==> src/rtl/rrb_pkg.sv <==
package rrb_pkg;
    parameter int SLOTS     = 8;
    parameter int ARCH_REGS = 8;
    parameter int DATA_W    = 16;
    parameter int OP_W      = 4;

    localparam int TAG_W = $clog2(SLOTS);
    localparam int REG_W = $clog2(ARCH_REGS);

    typedef logic [TAG_W-1:0]  tag_t;
    typedef logic [REG_W-1:0]  reg_t;
    typedef logic [DATA_W-1:0] data_t;
    typedef logic [OP_W-1:0]   op_t;

    // operand: value when pres is set, otherwise body holds a producer tag
    typedef struct packed {
        logic  pres;
        data_t body;
    } opnd_t;

    typedef struct packed {
        logic  valid;
        tag_t  tag;
        data_t data;
    } bus_t;

    typedef struct packed {
        logic  used;
        logic  sent;
        op_t   op;
        opnd_t a;
        opnd_t b;
    } slot_t;

    function automatic opnd_t snoop(opnd_t o, bus_t b);
        opnd_t r;
        r = o;
        if (!o.pres && b.valid && (o.body[TAG_W-1:0] == b.tag)) begin
            r.pres = 1'b1;
            r.body = b.data;
        end
        return r;
    endfunction

    function automatic opnd_t waiting_on(tag_t t);
        opnd_t r;
        r.pres = 1'b0;
        r.body = data_t'(t);
        return r;
    endfunction
endpackage

==> src/rtl/rrb_rename.sv <==
module rrb_rename import rrb_pkg::*; (
    input  logic  clk,
    input  logic  rst,
    input  bus_t  bus,
    input  logic  wr_en,
    input  reg_t  wr_reg,
    input  tag_t  wr_tag,
    input  reg_t  rd_a,
    input  reg_t  rd_b,
    output opnd_t op_a,
    output opnd_t op_b
);
    opnd_t map_q [ARCH_REGS];

    // lookups see a result broadcast in the same cycle
    always_comb begin
        op_a = snoop(map_q[rd_a], bus);
        op_b = snoop(map_q[rd_b], bus);
    end

    always_ff @(posedge clk) begin
        if (rst) begin
            for (int i = 0; i < ARCH_REGS; i++) begin
                map_q[i].pres <= 1'b1;
                map_q[i].body <= data_t'(i);
            end
        end else begin
            for (int i = 0; i < ARCH_REGS; i++)
                map_q[i] <= snoop(map_q[i], bus);
            if (wr_en)
                map_q[wr_reg] <= waiting_on(wr_tag);
        end
    end
endmodule

==> src/rtl/rrb_slot.sv <==
module rrb_slot import rrb_pkg::*; #(
    parameter int SLOT_ID = 0
) (
    input  logic  clk,
    input  logic  rst,
    input  bus_t  bus,
    input  logic  alloc,
    input  op_t   alloc_op,
    input  opnd_t alloc_a,
    input  opnd_t alloc_b,
    input  logic  grant,
    output logic  in_use,
    output logic  ready,
    output op_t   op_o,
    output data_t a_o,
    output data_t b_o
);
    slot_t st_q;

    always_ff @(posedge clk) begin
        if (rst) begin
            st_q <= '0;
        end else if (alloc) begin
            st_q.used <= 1'b1;
            st_q.sent <= 1'b0;
            st_q.op   <= alloc_op;
            st_q.a    <= alloc_a;
            st_q.b    <= alloc_b;
        end else begin
            st_q.a <= snoop(st_q.a, bus);
            st_q.b <= snoop(st_q.b, bus);
            if (grant)
                st_q.sent <= 1'b1;
            if (st_q.used && bus.valid && (bus.tag == tag_t'(SLOT_ID)))
                st_q.used <= 1'b0;
        end
    end

    assign in_use = st_q.used;
    assign ready  = st_q.used && !st_q.sent && st_q.a.pres && st_q.b.pres;
    assign op_o   = st_q.op;
    assign a_o    = st_q.a.body;
    assign b_o    = st_q.b.body;
endmodule

==> src/rtl/rrb_select.sv <==
module rrb_select import rrb_pkg::*; (
    input  logic [SLOTS-1:0] req,
    input  tag_t             oldest,
    output logic             found,
    output tag_t             pick
);
    always_comb begin
        found = 1'b0;
        pick  = '0;
        for (int i = 0; i < SLOTS; i++) begin
            tag_t idx;
            idx = oldest + tag_t'(i);
            if (!found && req[idx]) begin
                found = 1'b1;
                pick  = idx;
            end
        end
    end
endmodule

==> src/rtl/rrb_core.sv <==
module rrb_core import rrb_pkg::*; (
    input  logic              clk,
    input  logic              rst,
    input  logic              dec_valid,
    input  logic [OP_W-1:0]   dec_op,
    input  logic [REG_W-1:0]  dec_dst,
    input  logic [REG_W-1:0]  dec_src_a,
    input  logic [REG_W-1:0]  dec_src_b,
    output logic              dec_ready,
    output logic [TAG_W-1:0]  alloc_tag,
    input  logic              res_valid,
    input  logic [TAG_W-1:0]  res_tag,
    input  logic [DATA_W-1:0] res_data,
    output logic              disp_valid,
    output logic [TAG_W-1:0]  disp_tag,
    output logic [OP_W-1:0]   disp_op,
    output logic [DATA_W-1:0] disp_a,
    output logic [DATA_W-1:0] disp_b
);
    logic [TAG_W:0]   head_q, tail_q;
    logic [SLOTS-1:0] use_vec, ready_vec;
    op_t              op_arr [SLOTS];
    data_t            a_arr  [SLOTS];
    data_t            b_arr  [SLOTS];
    bus_t             bus;
    opnd_t            look_a, look_b;
    logic             full, empty, do_alloc, do_free;

    assign bus.valid = res_valid;
    assign bus.tag   = res_tag;
    assign bus.data  = res_data;

    assign full      = (head_q[TAG_W] != tail_q[TAG_W]) &&
                       (head_q[TAG_W-1:0] == tail_q[TAG_W-1:0]);
    assign empty     = (head_q == tail_q);
    assign dec_ready = !full;
    assign alloc_tag = tail_q[TAG_W-1:0];
    assign do_alloc  = dec_valid && !full;
    assign do_free   = !empty && !use_vec[head_q[TAG_W-1:0]];

    always_ff @(posedge clk) begin
        if (rst) begin
            head_q <= '0;
            tail_q <= '0;
        end else begin
            if (do_alloc) tail_q <= tail_q + 1'b1;
            if (do_free)  head_q <= head_q + 1'b1;
        end
    end

    rrb_rename u_rename (
        .clk    (clk),
        .rst    (rst),
        .bus    (bus),
        .wr_en  (do_alloc),
        .wr_reg (dec_dst),
        .wr_tag (tail_q[TAG_W-1:0]),
        .rd_a   (dec_src_a),
        .rd_b   (dec_src_b),
        .op_a   (look_a),
        .op_b   (look_b)
    );

    for (genvar g = 0; g < SLOTS; g++) begin : g_slot
        logic this_alloc, this_grant;
        assign this_alloc = do_alloc && (tail_q[TAG_W-1:0] == tag_t'(g));
        assign this_grant = disp_valid && (disp_tag == tag_t'(g));
        rrb_slot #(.SLOT_ID(g)) u_slot (
            .clk      (clk),
            .rst      (rst),
            .bus      (bus),
            .alloc    (this_alloc),
            .alloc_op (dec_op),
            .alloc_a  (look_a),
            .alloc_b  (look_b),
            .grant    (this_grant),
            .in_use   (use_vec[g]),
            .ready    (ready_vec[g]),
            .op_o     (op_arr[g]),
            .a_o      (a_arr[g]),
            .b_o      (b_arr[g])
        );
    end

    rrb_select u_select (
        .req    (ready_vec),
        .oldest (head_q[TAG_W-1:0]),
        .found  (disp_valid),
        .pick   (disp_tag)
    );

    assign disp_op = op_arr[disp_tag];
    assign disp_a  = a_arr[disp_tag];
    assign disp_b  = b_arr[disp_tag];
endmodule

==> config.mk <==
export PLATFORM = sky130hd
export DESIGN_NAME = rrb_core
export DESIGN_NICKNAME = d
export VERILOG_FILES = /design/src/rtl/rrb_pkg.sv /design/src/rtl/rrb_rename.sv /design/src/rtl/rrb_slot.sv /design/src/rtl/rrb_select.sv /design/src/rtl/rrb_core.sv
export SDC_FILE = /design/constraint.sdc
export NUM_CORES = 1
export LEC_CHECK = 0
export BUFFER_PORTS_ARGS = -buffer_cell sky130_fd_sc_hd__buf_4
export CAP_MARGIN = 5
export CORE_UTILIZATION = 42
export DETAILED_ROUTE_END_ITERATION = 8
export PLACE_DENSITY = 0.58
export SLEW_MARGIN = 20
export SYNTH_ARGS = -nofsm -noshare
export SYNTH_HDL_FRONTEND = slang
export SYNTH_HIERARCHICAL = 1
export SYNTH_SLANG_ARGS = --single-unit
==> constraint.sdc <==
create_clock -name clk -period 14.4 [get_ports clk]
set_clock_uncertainty 0.05 [all_clocks]
set_input_delay 1.44 -clock clk [delete_from_list [all_inputs] [get_ports clk]]
set_output_delay 1.44 -clock clk [all_outputs]
set_load 0.01 [all_outputs]
==> impl_metrics.toml, run 1 <==
[status]
status = "complete, no violations"

[clock_network]
cts_buffer_depth = 3
numCtsBuffers = 54
ctsResizeCount = 0
cts-root-buf = "clkbuf_16"
clk_latency_ns = 0.64
cts.sinks = 464
cts-htree-levels = 2
tritoncts = "yes"
post_cts.repair.setup_buffers = 0
path_clk_slew_ns = 0.06
hold_buffers = 0

[pwr]
cellPowerDensity_nw_per_um2 = 124
leakagePower_nw = 11.8
power.total_w = 0.00412
peakVddDrop_v = 0.0000964

[grt]
grt_pass1_wl_microns = 177000
grt_max_degree = 83
grtUsageTotal_pct = 30.2
grt.met1_usage_pct = 40.8
grt-ovfl-total = 0
met2_usage_pct = 45.8
antenna_found_initial = 7
busiest_layer = "met2"
grt_pass1_vias = 25193
grt.met3_usage_pct = 8.97

[sta]
drv_slew = 0
worst_slew_margin_rel_pct = 18.3
tns_ns = 0
setup_viol = 0
hold_viol_final = 0
fmax_mhz = 114
fin_crit_ns = 8.77
rsz0062_at_grt = "false"
worst_pin_slew_ns = 1.23
period_share_pct = 60.9
hold_slack_ns = 0.441

[critical_path]
crit_chain = "inv_1 -> ha_1 -> mux4_2 -> mux2i_1 -> nand2_1 -> or4b_4 -> nor2_2 -> nand2_1 -> a31oi_4 -> buf_4 -> buf_4 -> mux4_2 -> mux2_2 -> buf_4"
end_kind = "output port"
critPathBufInv = 4
cpLargestDelayFamily = "buffers and inverters"
arrival_ns = 7.28
crit_top_cell = "buf_4"
r2r_slack_ns = 8.86
cp_max_fo = 46
cpMaxStageDelayCell = "dfxtp_1"
critPathKind = "flop to output port"
reg2reg_from = "head_q[1]$_SDFFE_PP0P_"
crit_required_ns = 12.91
crit_path_start_kind = "flop"
critical-path-max-stage-delay_ns = 0.90
rr_endpoint = "g_slot[7].u_slot/st_q[38]$_SDFFE_PP0P_"
r2r_cells = 14

[floorplan]
die_w_microns = 280
initial_core_util_pct = 42.6
dieArea_sq_um = 78600
die_y_microns = 280
core_sq_um = 76300
io_pins = 80
num_rows = 101

[layout]
drive_gt1_share_pct = 34.8
seqCellArea_sq_um = 9530
area_growth_pct = 1.97
multi_input_area_sq_um = 19400
layout_common_cells = "dfxtp_1 (440), a21oi_1 (274), or2_2 (270)"
layout.nets = 2936
fin_util_pct = 43.5
layout.cells.non_filler = 3961
fillers = 7256
final_common_cell = "dfxtp_1"

[worst_hold_path]
min_path_type = "flop to flop"
hold_depth = 2
hold_start = "g_slot[7].u_slot/st_q[38]$_SDFFE_PP0P_"
hold_end = "g_slot[7].u_slot/st_q[38]$_SDFFE_PP0P_"

[synth]
synth-simple-area-share_pct = 13.9
synth-edff-count = 24
yosysSeqAreaShare_pct = 29.3
ys_warn_count = 6
yosys_most_used_dff = "dfxtp_1"
syn_area_sq_um = 32600
synth_fa_ha_area_share_pct = 0.346
synth_mux_area_share_pct = 19.3
ys_types = 77
async_flop_share_pct = 0
syn_area_per_cell_sq_um = 9.94
ys_seq_elements = 464
yosys.area.top_type = "dfxtp_1"
ys_top_cells_by_area = "dfxtp_1 (27%), mux4_2 (9.3%), a41oi_1 (6.9%), buf_4 (6.8%), a211oi_2 (6.1%)"
synth.top_cell.area_share_pct = 27.1
synth_xor_area_share_pct = 3.50
synth_compound_area_share_pct = 21.9
synth_top_family_by_area = "compound AO/OA/AOI/OAI gates"
synth_nets = 3319
synthCells = 3274

[detailed_routing]
drt_first_pass_iters = 7
vias = 26112
drc = 0
vias_per_cell = 6.59
drt_iter0_drc = 3400
routedWlPerCell_microns = 30.5
wirelength_microns = 121000
ant_nets = 0

[job]
maxCapViolations = 0

[place]
place.gp.congestion = 0.972
numPortBuffers = 79
dp.cells = 3865
place_hpwl_microns = 81600
==> per-stage QoR <==
step                      setup slack [ns]  cell area (sq um)
final                                 5.63              33200
after global routing                  5.18              33200
after CTS                             5.56              33200
after detailed placement              6.21              31400
after global placement                6.37              31400
after floorplan                       8.17              32600
==> cell families after synthesis <==
kind of cell / after synthesis
AOI/OAI and AO/OA: 856
xor gates and xnor gates: 88
adders and majority gates: 9
buffers and inverters: 621
DFF: 464
muxes: 439
and+or+nand+nor: 797
==> power by group <==
part           internal, W  leakage, nW  switching [W]
Clock             0.000787        0.856       0.000602
Combinational     0.000504         7.14       0.000764
Sequential         0.00138         3.81      0.0000833
Total              0.00267         11.8        0.00145
==> synthesized netlist by cell type (9+ instances only) <==
cell / number
dfxtp_1: 440
buf_4: 296
a21oi_1: 274
or2_2: 270
a41oi_1: 256
nor2_1: 210
mux2i_1: 179
a211oi_2: 160
nor2b_1: 150
clkbuf_1: 135
mux4_2: 134
buf_2: 115
mux2_2: 106
a211oi_1: 97
xnor2_2: 48
nand2_1: 32
inv_1: 27
buf_6: 25
edfxtp_1: 24
nand4_1: 23
nor3_1: 21
xnor2_1: 21
a221oi_1: 18
xor2_1: 18
a41o_4: 16
mux2_4: 16
nand2b_1: 14
clkbuf_2: 13
nand3_1: 13
ha_1: 9
==> worst max-delay path by stage <==
stage	start	to	cells past startpoint
finish	head_q[1]$_SDFFE_PP0P_	disp_b[13]	14
global route	head_q[1]$_SDFFE_PP0P_	disp_a[1]	14
CTS	head_q[1]$_SDFFE_PP0P_	disp_b[13]	14
detailed placement	head_q[1]$_SDFFE_PP0P_	disp_b[13]	14
global placement	head_q[1]$_SDFFE_PP0P_	disp_b[13]	14
floorplan	head_q[0]$_SDFFE_PP0P_	disp_a[0]	16
==> routing by layer <==
layer | up-vias | wire length, microns | share of wire (%)
met4 | 8 | 4630 | 3.8
met2 | 1529 | 52600 | 44
met3 | 284 | 14100 | 12
met1 | 13032 | 49400 | 41
met5 | - | 55 | 0.046
li1 | 11259 | - | -
==> worst reg2reg max path: stages (launching register included) <==
cell and delay [ns]:
dfxtp_1 0.90, inv_1 0.29, ha_1 0.76, mux4_2 0.64, mux2i_1 0.25, nand2_1 0.15
or4b_4 0.62, nor2_2 0.16, nand2_1 0.17, a31oi_4 0.16, buf_4 0.74, nand2_1 0.23
nor2_1 0.17, nor2_1 0.05, nor3_1 0.11
==> flip-flops by register name, summed over array words and instances (netlist names) <==
name,count
tail_q,4
g_slot.u_slot/b_o,128
g_slot.u_slot/a_o,128
g_slot.u_slot/op_o,32
u_rename/map_q,136
g_slot.u_slot/st_q,24
head_q,4
g_slot.u_slot/in_use,8
==> final cells by class <==
| type | instances | area share, % |
|---|---|---|
| multi-input cells | 2189 | 58.4 |
| repair buffers | 154 | 3.51 |
| diodes | 1 | 0.00754 |
| inverters | 28 | 0.317 |
| flip-flops and latches | 464 | 28.7 |
| clock buffers | 84 | 4.87 |
| clock inverters | 11 | 0.362 |
| well taps | 1030 | 3.88 |
(Power assumes the default switching activity.)
==> inputs of run 2 (changes only) <==
--- a/config.mk
+++ b/config.mk
@@ -9,7 +9,7 @@
 export CAP_MARGIN = 5
 export CORE_UTILIZATION = 42
 export DETAILED_ROUTE_END_ITERATION = 8
-export PLACE_DENSITY = 0.58
+export PLACE_DENSITY = 0.6
 export SLEW_MARGIN = 20
 export SYNTH_ARGS = -nofsm -noshare
 export SYNTH_HDL_FRONTEND = slang
==> constraint.sdc (replaced) <==
create_clock -name clk -period 7.5 [get_ports clk]
set_clock_uncertainty 0.05 [all_clocks]
set_input_delay 0.75 -clock clk [delete_from_list [all_inputs] [get_ports clk]]
set_output_delay 0.75 -clock clk [all_outputs]
set_load 0.01 [all_outputs]
==> run 2 against run 1 <==
Net effect: clock power grew 100%; cell count grew 0.33%; core utilization grew 0.36 points; die area is the same; critical path type unchanged; largest power group unchanged.
==> impl_metrics.toml, run 2 (synthesis results as in run 1) <==
[layout]
final_common_cell = "dfxtp_1"
diodes = 0
fin_area_sq_um = 33500
fin_util_pct = 43.9
layout.nets = 2948
largest_reg_flops = 136
layout_common_cells = "dfxtp_1 (440), a21oi_1 (274), or2_2 (270)"
multi_input_area_sq_um = 19400
seqCellArea_sq_um = 9530
fillers = 7168
area_growth_pct = 2.82
drive_gt1_share_pct = 35.4
largest-register = "u_rename/map_q"

[sta]
timing.final.ws_setup_ns = 0.747
drv_slew = 0
fin_crit_ns = 6.75
setup_viol = 0
period_share_pct = 90.0
tns_ns = 0
worst_slew_margin_rel_pct = 20.7
rsz0062_at_grt = "false"
fmax_mhz = 148
hold_viol_final = 0
hold_slack_ns = 0.365
worst_pin_slew_ns = 1.19

[status]
status = "complete, no violations"

[place]
place_hpwl_microns = 81300
place.gp.congestion = 0.978
dpl_cell_area_sq_um = 31600
numPortBuffers = 79
dp_slack_ns = 1.39

[floorplan]
die_w_microns = 280
die_y_microns = 280
initial_core_util_pct = 42.6
core_sq_um = 76300
io_pins = 80
num_rows = 101
dieArea_sq_um = 78600

[pwr]
peakVddDrop_v = 0.000195
cellPowerDensity_nw_per_um2 = 241
leakagePower_nw = 12.0

[worst_hold_path]
min_path_type = "input port to flop"

[critical_path]
cp_max_fo = 30
crit_path_start_kind = "flop"
critPathKind = "flop to output port"
arrival_ns = 5.95
crit_required_ns = 6.70
end_kind = "output port"

[detailed_routing]
vias = 26122
wirelength_microns = 117000
drc = 0
routedWlPerCell_microns = 29.5
vias_per_cell = 6.57
drt_first_pass_iters = 6
ant_nets = 0
drt_iter0_drc = 3118

[clock_network]
cts-htree-levels = 2
cts-root-buf = "clkbuf_16"
path_clk_slew_ns = 0.06
ctsResizeCount = 0
clk_latency_ns = 0.65
cts_buffer_depth = 3
cts.sinks = 464
numCtsBuffers = 54
post_cts.repair.setup_buffers = 0
hold_buffers = 0
tritoncts = "yes"

[grt]
grtUsageTotal_pct = 29.2
antenna_found_initial = 4
grt_pass1_wl_microns = 172000
grt-ovfl-total = 0
grt_max_degree = 151
grt_pass1_vias = 24388

[job]
maxCapViolations = 0
==> run 2: path summary, 6_finish.rpt <==
path | slack (ns) | cells after the start | endpoint | startpoint
hold reg to reg | 0.44 | 2 | g_slot[0].u_slot/st_q[38]$_SDFFE_PP0P_ | g_slot[0].u_slot/st_q[38]$_SDFFE_PP0P_
hold / removal | 0.37 | 3 | g_slot[3].u_slot/op_o[0]$_SDFFE_PP0P_ | dec_op[0]
setup / recovery | 0.75 | 14 | disp_a[0] | head_q[1]$_SDFFE_PP0P_
setup reg to reg | 2.69 | 15 | g_slot[5].u_slot/st_q[38]$_SDFFE_PP0P_ | head_q[1]$_SDFFE_PP0P_
==> run 2: where the power goes <==
part	internal (W)	leakage (nW)	switching [W]	total, W
combinational	0.00101	7.21	0.00147	0.00248
sequential	0.00265	3.81	0.000148	0.00280
clock	0.00165	0.936	0.00115	0.00279
total	0.00530	12.0	0.00277	0.00807
==> run 2: final cells by class <==
class                      count  share of cell area [%]
sequential                   464                    28.5
tap                         1030                    3.85
timing repair buffer         166                    3.93
clock buffer                  81                    5.01
clock inverter                16                   0.602
inverter                      28                   0.314
multi-input combinational   2189                    57.8
==> run 2: metrics by stage <==
step,power (W),cells
2_1_floorplan,0.00465,3274
3_3_place_gp,0.00521,3877
3_5_place_dp,0.00526,3877
4_1_cts,0.00804,3974
5_1_grt,0.00832,3974
6_report,0.00807,3974
==> run 2: metal layers <==
| layer | routed length, microns | GRT usage (%) |
|---|---|---|
| met5 | 47 | 0 |
| met4 | 4110 | 9.25 |
| met3 | 12500 | 7.66 |
| met2 | 51700 | 44.6 |
| met1 | 49000 | 39.9 |
==> run 2: critical path, stage by stage (launching register included) <==
cell     delay (ns)
dfxtp_1        0.30
buf_4          0.25
inv_1          0.17
ha_1           0.70
mux4_2         0.64
mux2i_1        0.24
nand2_1        0.13
or4b_4         0.62
nor2_2         0.14
nand2_1        0.17
a31oi_4        0.58
buf_12         0.33
mux4_2         0.56
mux2_2         0.30
buf_4          0.15
